$ cat src/rtl/xchg_pkg.sv
package xchg_pkg;

    typedef enum logic {
        STYLE_FLOP_BYPASS = 1'b0,
        STYLE_LEVEL_LATCH = 1'b1
    } latch_style_e;

    typedef enum logic {
        CELL_HOLD = 1'b0,
        CELL_OPEN = 1'b1
    } cell_state_e;

    localparam int NUM_CELLS = 4;
    localparam int CELL_A_B1 = 0;
    localparam int CELL_A_B2 = 1;
    localparam int CELL_B1_A = 2;
    localparam int CELL_B2_A = 3;

endpackage

$ cat src/rtl/xchg_latch_cell.sv
module xchg_latch_cell
    import xchg_pkg::*;
#(
    parameter int           W     = 12,
    parameter latch_style_e STYLE = STYLE_FLOP_BYPASS
) (
    input  logic         clk,
    input  logic         rst_n,
    input  logic         en,
    input  logic [W-1:0] d,
    output logic [W-1:0] q
);

    generate
        if (STYLE == STYLE_FLOP_BYPASS) begin : g_flop
            cell_state_e  mode;
            logic [W-1:0] held_q;

            always_comb begin
                mode = en ? CELL_OPEN : CELL_HOLD;
            end

            // storage: sample while open, keep while holding
            always_ff @(posedge clk or negedge rst_n) begin
                if (!rst_n) begin
                    held_q <= '0;
                end else if (mode == CELL_OPEN) begin
                    held_q <= d;
                end
            end

            // output: bypass while open
            always_comb begin
                unique case (mode)
                    CELL_OPEN: q = d;
                    CELL_HOLD: q = held_q;
                    default:   q = held_q;
                endcase
            end
        end else begin : g_latch
            logic [W-1:0] lat_q;

            always_latch begin
                if (!rst_n) begin
                    lat_q = '0;
                end else if (en) begin
                    lat_q = d;
                end
            end

            assign q = lat_q;
        end
    endgenerate

endmodule

$ cat src/rtl/xchg_read_mux.sv
module xchg_read_mux #(
    parameter int W = 12
) (
    input  logic         sel_b1,
    input  logic [W-1:0] from_b1,
    input  logic [W-1:0] from_b2,
    output logic [W-1:0] to_a
);

    always_comb begin
        unique case (sel_b1)
            1'b1:    to_a = from_b1;
            1'b0:    to_a = from_b2;
            default: to_a = from_b2;
        endcase
    end

endmodule

$ cat src/rtl/xchg_oe_ctrl.sv
module xchg_oe_ctrl #(
    parameter int NPORT = 3
) (
    input  logic             rst_n,
    input  logic [NPORT-1:0] oe_req_n,
    output logic [NPORT-1:0] oe
);

    generate
        for (genvar p = 0; p < NPORT; p++) begin : g_port
            assign oe[p] = rst_n & ~oe_req_n[p];
        end
    endgenerate

endmodule

$ cat src/rtl/tri_port_xchg.sv
module tri_port_xchg
    import xchg_pkg::*;
#(
    parameter int           W     = 12,
    parameter latch_style_e STYLE = STYLE_FLOP_BYPASS
) (
    input  logic         clk,
    input  logic         rst_n,
    input  logic [W-1:0] a_in,
    output logic [W-1:0] a_out,
    output logic         a_oe,
    input  logic [W-1:0] b1_in,
    output logic [W-1:0] b1_out,
    output logic         b1_oe,
    input  logic [W-1:0] b2_in,
    output logic [W-1:0] b2_out,
    output logic         b2_oe,
    input  logic         le_a_b1,
    input  logic         le_a_b2,
    input  logic         le_b1_a,
    input  logic         le_b2_a,
    input  logic         sel_b1,
    input  logic         oe_a_n,
    input  logic         oe_b1_n,
    input  logic         oe_b2_n
);

    localparam int NPORT = 3;

    logic [NUM_CELLS-1:0] cell_en;
    logic [W-1:0]         cell_d [NUM_CELLS];
    logic [W-1:0]         cell_q [NUM_CELLS];
    logic [NPORT-1:0]     oe_req_n;
    logic [NPORT-1:0]     oe_vec;

    always_comb begin
        cell_en[CELL_A_B1] = le_a_b1;
        cell_en[CELL_A_B2] = le_a_b2;
        cell_en[CELL_B1_A] = le_b1_a;
        cell_en[CELL_B2_A] = le_b2_a;
        cell_d[CELL_A_B1]  = a_in;
        cell_d[CELL_A_B2]  = a_in;
        cell_d[CELL_B1_A]  = b1_in;
        cell_d[CELL_B2_A]  = b2_in;
    end

    generate
        for (genvar c = 0; c < NUM_CELLS; c++) begin : g_cell
            xchg_latch_cell #(
                .W     (W),
                .STYLE (STYLE)
            ) u_cell (
                .clk   (clk),
                .rst_n (rst_n),
                .en    (cell_en[c]),
                .d     (cell_d[c]),
                .q     (cell_q[c])
            );
        end
    endgenerate

    xchg_read_mux #(
        .W (W)
    ) u_mux (
        .sel_b1  (sel_b1),
        .from_b1 (cell_q[CELL_B1_A]),
        .from_b2 (cell_q[CELL_B2_A]),
        .to_a    (a_out)
    );

    assign b1_out = cell_q[CELL_A_B1];
    assign b2_out = cell_q[CELL_A_B2];

    assign oe_req_n = {oe_b2_n, oe_b1_n, oe_a_n};

    xchg_oe_ctrl #(
        .NPORT (NPORT)
    ) u_oe (
        .rst_n    (rst_n),
        .oe_req_n (oe_req_n),
        .oe       (oe_vec)
    );

    assign a_oe  = oe_vec[0];
    assign b1_oe = oe_vec[1];
    assign b2_oe = oe_vec[2];

endmodule

$ cat config.mk
export PLATFORM = sky130hd
export DESIGN_NAME = tri_port_xchg
export DESIGN_NICKNAME = d
export VERILOG_FILES = /design/src/rtl/xchg_pkg.sv /design/src/rtl/xchg_latch_cell.sv /design/src/rtl/xchg_read_mux.sv /design/src/rtl/xchg_oe_ctrl.sv /design/src/rtl/tri_port_xchg.sv
export SDC_FILE = /design/constraint.sdc
export NUM_CORES = 1
export LEC_CHECK = 0
export CAP_MARGIN = 20
export CORE_UTILIZATION = 38
export DETAILED_ROUTE_END_ITERATION = 10
export PLACE_DENSITY = 0.8
export SKIP_CTS_REPAIR_TIMING = 1
export SLEW_MARGIN = 20
export SYNTH_ARGS = -nofsm -noshare
export SYNTH_HDL_FRONTEND = slang
export SYNTH_SLANG_ARGS = --single-unit
$ cat constraint.sdc
create_clock -name clk -period 1.14 [get_ports clk]
set_clock_uncertainty 0.2 [all_clocks]
set_input_delay 0.171 -clock clk [delete_from_list [all_inputs] [get_ports clk]]
set_output_delay 0.171 -clock clk [all_outputs]
set_load 0.01 [all_outputs]
==> results.md, run 1 <==
* Outcome: finished, violations left
* Failing checks: hold timing, setup timing
* Max reg flops at 48
* Fmax at 586 MHz
* Vias in the first global route at 1,391
* Overall power at 4.02 mW
* Detail Route met2 WL at 2180 um
* H-tree Lvls at 2
* YS warnings at 0
* I/O Buffers at 84
* Uppermost layer routed: met4
* Met3 wire length at 525 um
* Pin count of the biggest net entering global routing at 49
* Worst-path fanout max at 2
* Total number of vias at 1,343
* Worst-Skew Late Latency at roughly 280 ps
* CTS tree: yes
* Worst vdd ir at 0.815 mV
* Syn nets at about 160
* Post-Place Worst Slack at -1230 ps
* Reg-to-Reg End: g_cell[3].u_cell.g_flop.held_q[5]$_DFFE_PN0P_
* RSZ-0062 raised after global routing: true
* DPL Wire Length at 3110 um
* Synthesis-to-finish area growth at 60.2%
* Worst R2R Setup Slack at about 30 ps
* CP arrival at roughly 1300 ps
* Filler instances at 402
* Initial Utilization at 39.3%
* ANT nets after route at 0
* M1 WL at approximately 1900 um
* Largest reg by FF count: g_cell.u_cell.g_flop.held_q
* Pwr Density at 1250 mW/mm^2
* Worst setup EP type: output pin
* Fin crit period at 1710 ps
* Final worst path period share at 150%
* Mean Syn Cell Area at 17.3 um^2
* Register area share after synthesis at 59.8%
* TritonCTS buffer count at 5
* Nets at 259
* FP Rows at 26
* Synth Register Bits at 48
* Initial antenna violation count at 0
* GRT Util Overall at 16.3%
* Pleak at between 1.5 and 2 nW
* Die X-Extent at between 70 and 80 um
* Top Registers: g_cell.u_cell.g_flop.held_q (48)
* Via density at 4.73
* Hold slack final at -170 ps
* Min setup slack post-route at -568 ps
* Placeable Area at a little over 0.005 mm^2
* IO Pins at 85
* Netlist cell types at 6
* Final-report max-slew violation count at 0
* Startpoint Class: register
* Share of layout cells above drive strength 1 at 54.7%
* Slew @ Worst Pin at 599 ps
* Remaining DRCs at 0
* Syn Inst Count at 116
* R2R Path Start: g_cell[3].u_cell.g_flop.held_q[5]$_DFFE_PN0P_
* Finish-stage setup viols at 36
* Min-delay worst type: input port to asynchronous set/reset pin
* Clock sink count at 48
* Final wirelength at 4630 um
* Max_slew headroom at 60.1%
* Diode count at 0
* Clk pin slew, worst setup/hold paths at about 80 ps
* WP data required at 770 ps
* Die Span Y at 74.7 um
* Die ar. at 0.00558 mm^2
* Clock Tree Root: clkbuf_8
* First-pass detailed-route iteration total at 4
* First-pass GRT wire length at 6700 um
* Clock Path Buffers at 2
* R2R depth at 2
* Mapped cell area at about 0.0020 mm^2
* Iter 0 DRT Violations at 33
* Max-cap violation count at 0
* Routability congestion estimate at 0.664
* Global route overflow at 0
* Wire per inst at 16.3 um
* Final-report hold violation count at between 40 and 50
* WS Path Type: register to output pin
-- placed cells by master (no fill, tap or decap), drive strengths merged --
cell           Yosys  layout
buf                5      39
clkbuf             0      20
clkdlybuf4s50      0      37
dfrtp             48      48
dlymetal6s2s       0       7
mux2              60      60
nor2b              3       3
-- Yosys cell counts, drive strengths merged --
master / instances / share of area [%]
dfrtp: 48 / 60
buf: 5 / 1.9
nor2b: 3 / 0.93
mux2: 60 / 37
-- power breakdown --
| group | switching, mW | internal (mW) | total, mW |
|---|---|---|---|
| Combinational | 0.392 | 0.697 | 1.09 |
| Sequential | 0.0469 | 1.87 | 1.92 |
| Clock | 0.516 | 0.495 | 1.01 |
-- through the flow --
stage	setup TNS, ps	utilization (%)	area [um^2]	instances
2_1_floorplan	-1290	-	2070	116
3_3_place_gp	-55310	59.6	3040	272
3_5_place_dp	-55180	59.6	3040	272
4_1_cts	-40470	61.3	3130	280
5_1_grt	-15000	63.0	3220	284
6_report	-13460	63.0	3220	284
-- metal layers --
metal / global-route usage, % / vias to the layer above
met3: 8.57 / 4
met5: 0 / -
met4: 3.77 / 0
met2: 26.5 / 75
li1: - / 601
met1: 19.3 / 663
-- cell families (layout without fill, tap and decap cells) --
group	Yosys count	count (layout)	synth area share, %
buffers and inverters	5	103	1.87
AND/OR/NAND/NOR	3	3	0.935
flip-flops	48	48	59.8
multiplexers	60	60	37.4
-- worst max path at each step --
stage	cells past startpoint	to	startpoint	slack, ps
after global routing	3	a_out[5]	g_cell[3].u_cell.g_flop.held_q[5]$_DFFE_PN0P_	-610
after detailed placement	5	a_out[3]	le_b2_a	-1230
after global placement	5	a_out[0]	le_b1_a	-1200
after floorplan	2	a_out[0]	g_cell[3].u_cell.g_flop.held_q[0]$_DFFE_PN0P_	-110
after CTS	5	a_out[3]	le_b2_a	-1230
final	3	a_out[5]	g_cell[3].u_cell.g_flop.held_q[5]$_DFFE_PN0P_	-570
-- worst max-delay path: stages (launching register included) --
cell and delay, ps:
dfrtp_1 390, mux2_4 280, mux2_4 270, buf_6 120
-- cell type report --
| cell class | count | area [um^2] | area share (%) |
|---|---|---|---|
| Clock buffer | 8 | 90.1 | 2.80 |
| Multi-Input combinational cell | 63 | 867 | 26.9 |
| Sequential cell | 48 | 1200 | 37.3 |
| Tap cell | 70 | 87.6 | 2.72 |
| Timing Repair Buffer | 95 | 972 | 30.2 |
No activity file was read; power rests on OpenSTA's default activity.
==> run 2, diff against run 1 <==
Settings changed: CTS_CLUSTER_SIZE set to 40, PLACE_DENSITY 0.8 to 0.82.
==> run 2 against run 1 <==
The run still ends with hold timing, setup timing left. Largest power group unchanged. First-iteration DRC count is 140% higher. Flip-flop and latch count unchanged. Cell count increased by 3.2%. Global-route usage is 0.68 points lower. Non-clock buffer count rose by 9. Combinational power up 5%. Maximum frequency is 1.1% lower. Critical path type unchanged. Register-to-register slack hardly changed. Die area unchanged. Critical path depth stayed put. Clock power is essentially flat.
==> results.md, run 2 (same netlist as run 1, synthesis figures left out) <==
* DPL Wire Length at 2980 um
* WP data required at 770 ps
* Share of layout cells above drive strength 1 at 57.0%
* Clock share of power at 24.8%
* Routability congestion estimate at 0.668
* WS Path Type: register to output pin
* Clock Path Buffers at 2
* Die ar. at between 0.005 and 0.006 mm^2
* Largest reg by FF count: g_cell.u_cell.g_flop.held_q
* Worst-Skew Late Latency at 290 ps
* Sw Share at 23.7%
* Sw Pwr at 0.963 mW
* Synthesis-to-finish area growth at 65.0%
* Global route overflow at 0
* Slew @ Worst Pin at ~600 ps
* Finish-stage setup viols at 36
* Vias in the first global route at 1,386
* Worst-path fanout max at 2
* Pleak at 1.63 nW
* I/O Buffers at 84
* First-pass GRT wire length at around 6500 um
* Filler instances at roughly 400
* Diode count at 0
* Worst setup path startpoint: g_cell[3].u_cell.g_flop.held_q[2]$_DFFE_PN0P_
* Final-report hold violation count at 48
* Max-cap violation count at 0
* Overall power at roughly 4 mW
* GRT Util Overall at between 10% and 20%
* Fin crit period at between 1500 and 2000 ps
* Clock Tree Root: clkbuf_8
* H-tree Lvls at 2
* Final wirelength at 4620 um
* Die Span Y at about 75 um
* Wire per inst at 15.8 um
* Pin count of the biggest net entering global routing at 49
* CTS tree: yes
* Final-report max-slew violation count at 0
* Total number of vias at between 1k and 1.5k
* Comb pwr share at 28.0%
* R2R depth at 2
* Internal power at about 3.1 mW
* ANT nets after route at 0
* Worst vdd ir at 0.749 mV
* R2R Path Start: g_cell[3].u_cell.g_flop.held_q[2]$_DFFE_PN0P_
* Min-delay worst type: input port to asynchronous set/reset pin
* TritonCTS buffer count at 5
* Worst setup EP type: output pin
* Clk pin slew, worst setup/hold paths at 80 ps
* FP Rows at 26
* Outcome: finished, violations left
* Fmax at 579 MHz
* RSZ-0062 raised after global routing: true
* Remaining DRCs at 0
* Initial antenna violation count at 0
* Clock sink count at 48
* Max_slew headroom at about three fifths
* Final TNS setup at -13,520 ps
* First-pass detailed-route iteration total at 4
* Via density at 4.61
* Startpoint Class: register
* Min setup slack post-route at -586 ps
* Placeable Area at 0.00511 mm^2
* Die X-Extent at 74.7 um
* Most frequent cells in the layout: mux2_4 (48), dfrtp_1 (48), clkdlybuf4s50_1 (37)
* Final worst path period share at 151%
* CP arrival at 1360 ps
* Top Registers: g_cell.u_cell.g_flop.held_q (48)
* IO Pins at 85
* Pwr Density at 1230 mW/mm^2
* Failing checks: hold timing, setup timing
* Nets at 268
* Reg power frac at a little under half
* Max reg flops at 48
* Post-Place Worst Slack at -1190 ps
* Hold slack final at -169 ps
* Iter 0 DRT Violations at 80
* Initial Utilization at between 30 and 40%
==> run 2: critical path: stages, from the launching register on <==
cell     delay [ps]
dfrtp_1         390
mux2_4          280
mux2_4          280
buf_6           120
==> run 2: final timing paths <==
kind | end | slack (ps)
setup / recovery | a_out[2] | -590
hold / removal | g_cell[3].u_cell.g_flop.held_q[11]$_DFFE_PN0P_ | -170
setup reg to reg | g_cell[3].u_cell.g_flop.held_q[2]$_DFFE_PN0P_ | 40
hold reg to reg | g_cell[3].u_cell.g_flop.held_q[1]$_DFFE_PN0P_ | 300
max in group asynchronous | g_cell[1].u_cell.g_flop.held_q[6]$_DFFE_PN0P_ | 510
min in group clk | g_cell[3].u_cell.g_flop.held_q[7]$_DFFE_PN0P_ | 150
==> run 2: per-layer routing <==
| metal | wire [um] | vias up | GRT usage [%] |
|---|---|---|---|
| met5 | 0 | - | 0 |
| met4 | 36 | 0 | 4.40 |
| met3 | 405 | 5 | 6.16 |
| met2 | 2200 | 73 | 25.4 |
| met1 | 1980 | 655 | 19.5 |
| li1 | - | 618 | - |
==> run 2: area by class of cell <==
type	instances	area, um^2	share of cell area, %
Clock buffer	8	90.1	2.72
Multi-Input combinational cell	63	875	26.4
Sequential cell	48	1200	36.2
Tap cell	70	87.6	2.64
Timing Repair Buffer	104	1060	32.0
==> run 2: per-stage QoR <==
step / cells / area, um^2 / util [%]
2_1_floorplan: 116 / 2070 / -
3_3_place_gp: 271 / 3050 / 59.7
3_5_place_dp: 271 / 3050 / 59.7
4_1_cts: 279 / 3140 / 61.4
5_1_grt: 293 / 3310 / 64.9
6_report: 293 / 3310 / 64.9
==> run 2: power groups by stage <==
stage	registers [mW]	logic [mW]	clock network, mW
after floorplan	1.93	0.485	0
after global routing	1.93	1.21	1.11
final	1.92	1.14	1.01
after CTS	1.91	1.05	1.05
after global placement	1.94	1.03	0
after detailed placement	1.95	1.04	0
==> run 3, diff against run 2 <==
Settings changed: CORE_UTILIZATION 38 to 39, SYNTH_HIERARCHICAL set to 1.
==> run 3 against run 2 <==
The run still ends with hold timing, setup timing left. Register-to-register slack is essentially flat. Clock power barely moved. Area after synthesis grew 6.5%. Sequential power hardly changed. Combinational power hardly changed. First-iteration DRC count decreased by 49%. Cell area down 1.4%. Worst setup slack gained 22 ps. Hold slack got worse by 9.3 ps. Largest cell class unchanged. Highest routed layer unchanged.
==> results.md, run 3 <==
* Outcome: finished, violations left
* Failing checks: hold timing, setup timing
* Die X-Extent at 76.1 um
* CTS tree: yes
* Max-cap violation count at 0
* Largest reg by FF count: g_cell.u_cell/g_flop.held_q
* Remaining DRCs at 0
* Final worst path period share at 149%
* Area contributors post-synth: dfrtp_1 (56%), mux2_4 (35%), mux2_2 (5.3%), buf_6 (2.6%), nor2b_1 (0.88%)
* Worst setup EP type: output pin
* Mean Syn Cell Area at 18.4 um^2
* Global route overflow at 0
* Clock Path Buffers at 2
* Fmax at around 600 MHz
* Nets at 259
* Most frequent cell after synthesis: mux2_4
* Pin count of the biggest net entering global routing at 49
* Hold slack final at -179 ps
* Ys flop type: dfrtp_1
* Total number of vias at about 1.3k
* GRT Util Overall at 16.6%
* Placeable Area at 0.00520 mm^2
* R2R depth at 2
* Final TNS setup at -13,740 ps
* Pleak at 1.62 nW
* Startpoint Class: register
* Min setup slack post-route at -564 ps
* Worst vdd ir at 0.770 mV
* Slew @ Worst Pin at 595 ps
* Final-report hold violation count at 48
* Iter 0 DRT Violations at slightly above 40
* DPL Wire Length at 3170 um
* Min-delay worst type: input port to asynchronous set/reset pin
* Most frequent cells in the layout: mux2_4 (55), dfrtp_1 (48), clkdlybuf4s50_1 (37)
* Via density at 4.69
* Fin cells at 284
* Mapped cell area at 0.00214 mm^2
* First-pass GRT wire length at 7440 um
* Register area share after synthesis at approximately 56%
* Vias in the first global route at around 1.5k
* Fin crit period at 1700 ps
* Initial antenna violation count at 0
* Share of layout cells above drive strength 1 at 55.1%
* ANT nets after route at 0
* Diode count at 0
* RSZ-0062 raised after global routing: true
* Reg area at approximately 0.0012 mm^2
* Critical-path cell with the highest stage delay: dfrtp_1
* First-pass detailed-route iteration total at 4
* Cell mode on critical path: mux2_4
* Synth cell count leaders: mux2_4 (50), dfrtp_1 (48), mux2_2 (10), buf_6 (5), nor2b_1 (3)
* Area occupied by multi-input gates at 901 um^2
* Largest stage delay, worst path at 380 ps
* Overall power at 4.07 mW
* Filler instances at roughly 390
* CP arrival at 1330 ps
* Clock sink count at 48
* Worst setup path startpoint: g_cell[3].u_cell/g_flop.held_q[5]$_DFFE_PN0P_
* Pwr Density at 1250 mW/mm^2
* Synth Register Bits at 48
* Syn nets at 162
* Commonest non-fill, non-tap cell in the layout: mux2_4
* Final-report max-slew violation count at 0
* R2R Path Start: g_cell[1].u_cell/g_flop.held_q[8]$_DFFE_PN0P_
* Synthesis-to-finish area growth at 52.7%
* Die Span Y at around 76 um
* Max reg flops at 48
* Routability congestion estimate at ~0.66
* Initial Utilization at between 40 and 50%
* FP Rows at 26
* Worst-path fanout max at 2
* YS warnings at 6
* Wire per inst at 16.0 um
* WS Path Type: register to output pin
* Post-synth EDFFs at 0
* Clock Tree Root: clkbuf_8
* Final wirelength at 4550 um
* Cells along the critical path: mux2_4, mux2_4, clkbuf_2
* Clk pin slew, worst setup/hold paths at 80 ps
* Netlist cell types at 5
* Reg-to-Reg End: g_cell[1].u_cell/g_flop.held_q[8]$_DFFE_PN0P_
* Worst R2R Setup Slack at approximately 50 ps
* Synth top area share at 56.1%
* H-tree Lvls at 2
* IO Pins at 85
* Worst-Skew Late Latency at 290 ps
* Finish-stage setup viols at 36
* Die ar. at ~0.0058 mm^2
* WP data required at slightly below 800 ps
* Placed cells at 272
* TritonCTS buffer count at 5
* Synth async-reset ratio at 100%
* Max_slew headroom at about three fifths
* I/O Buffers at 84
* Leading area contributor after synthesis: dfrtp_1
* Syn Inst Count at ~120
* Top Registers: g_cell.u_cell/g_flop.held_q (48)
## run 3: changes by cell type in the layout (fill, tap and decap cells not counted), sizes merged
cell,change
buf,-4
clkbuf,-7
clkinvlp,+1
dlymetal6s2s,+1
## run 3: how the worst max path moves through the flow
stage / to / slack, ps / depth (start not counted)
6_report: a_out[5] / -560 / 3
3_3_place_gp: a_out[4] / -1210 / 5
4_1_cts: a_out[1] / -1220 / 5
3_5_place_dp: a_out[2] / -1220 / 5
5_1_grt: a_out[11] / -620 / 3
2_1_floorplan: a_out[0] / -110 / 2
## run 3: routing by layer
metal | GRT usage, % | wire, um | vias up
met5 | 0 | 0 | -
met4 | 4.62 | 48 | 0
met3 | 6.35 | 426 | 6
met2 | 27.0 | 2130 | 70
met1 | 20.5 | 1940 | 655
li1 | - | - | 601
## run 3: cell type report
class / instances / share of cell area, %
Clock buffer: 7 / 2.64
Clock inverter: 1 / 0.230
Multi-Input combinational cell: 63 / 27.6
Sequential cell: 48 / 36.8
Tap cell: 70 / 2.68
Timing Repair Buffer: 95 / 30.1
## run 3: through the flow
| stage | setup slack (ps) | utilization (%) | area [um^2] |
|---|---|---|---|
| finish | -564 | 62.8 | 3270 |
| CTS | -1220 | 61.9 | 3220 |
| floorplan | -109 | - | 2160 |
| global placement | -1210 | 60.1 | 3130 |
| global route | -625 | 62.8 | 3270 |
| detailed placement | -1220 | 60.1 | 3130 |
## run 3: worst max-delay path, delay by kind of cell (launching register included)
family / cells / cell delay [ps]
flip-flops: 1 / 380
buffers and inverters: 1 / 120
multiplexers: 2 / 540
## run 3: cells by family (layout without fill, tap and decap cells)
group                  count (synthesis)  after routing  synth area share [%]
buffers and inverters                  5            103                  2.63
multiplexers                          60             60                  40.4
flip-flops                            48             48                  56.1
AND/OR/NAND/NOR                        3              3                 0.877
## run 3: where the power goes
| group | switching [mW] | internal (mW) | leakage, nW |
|---|---|---|---|
| sequential | 0.0457 | 1.87 | 0.561 |
| clock | 0.534 | 0.493 | 0.0445 |
| combinational | 0.402 | 0.728 | 1.01 |
| total | 0.982 | 3.09 | 1.62 |
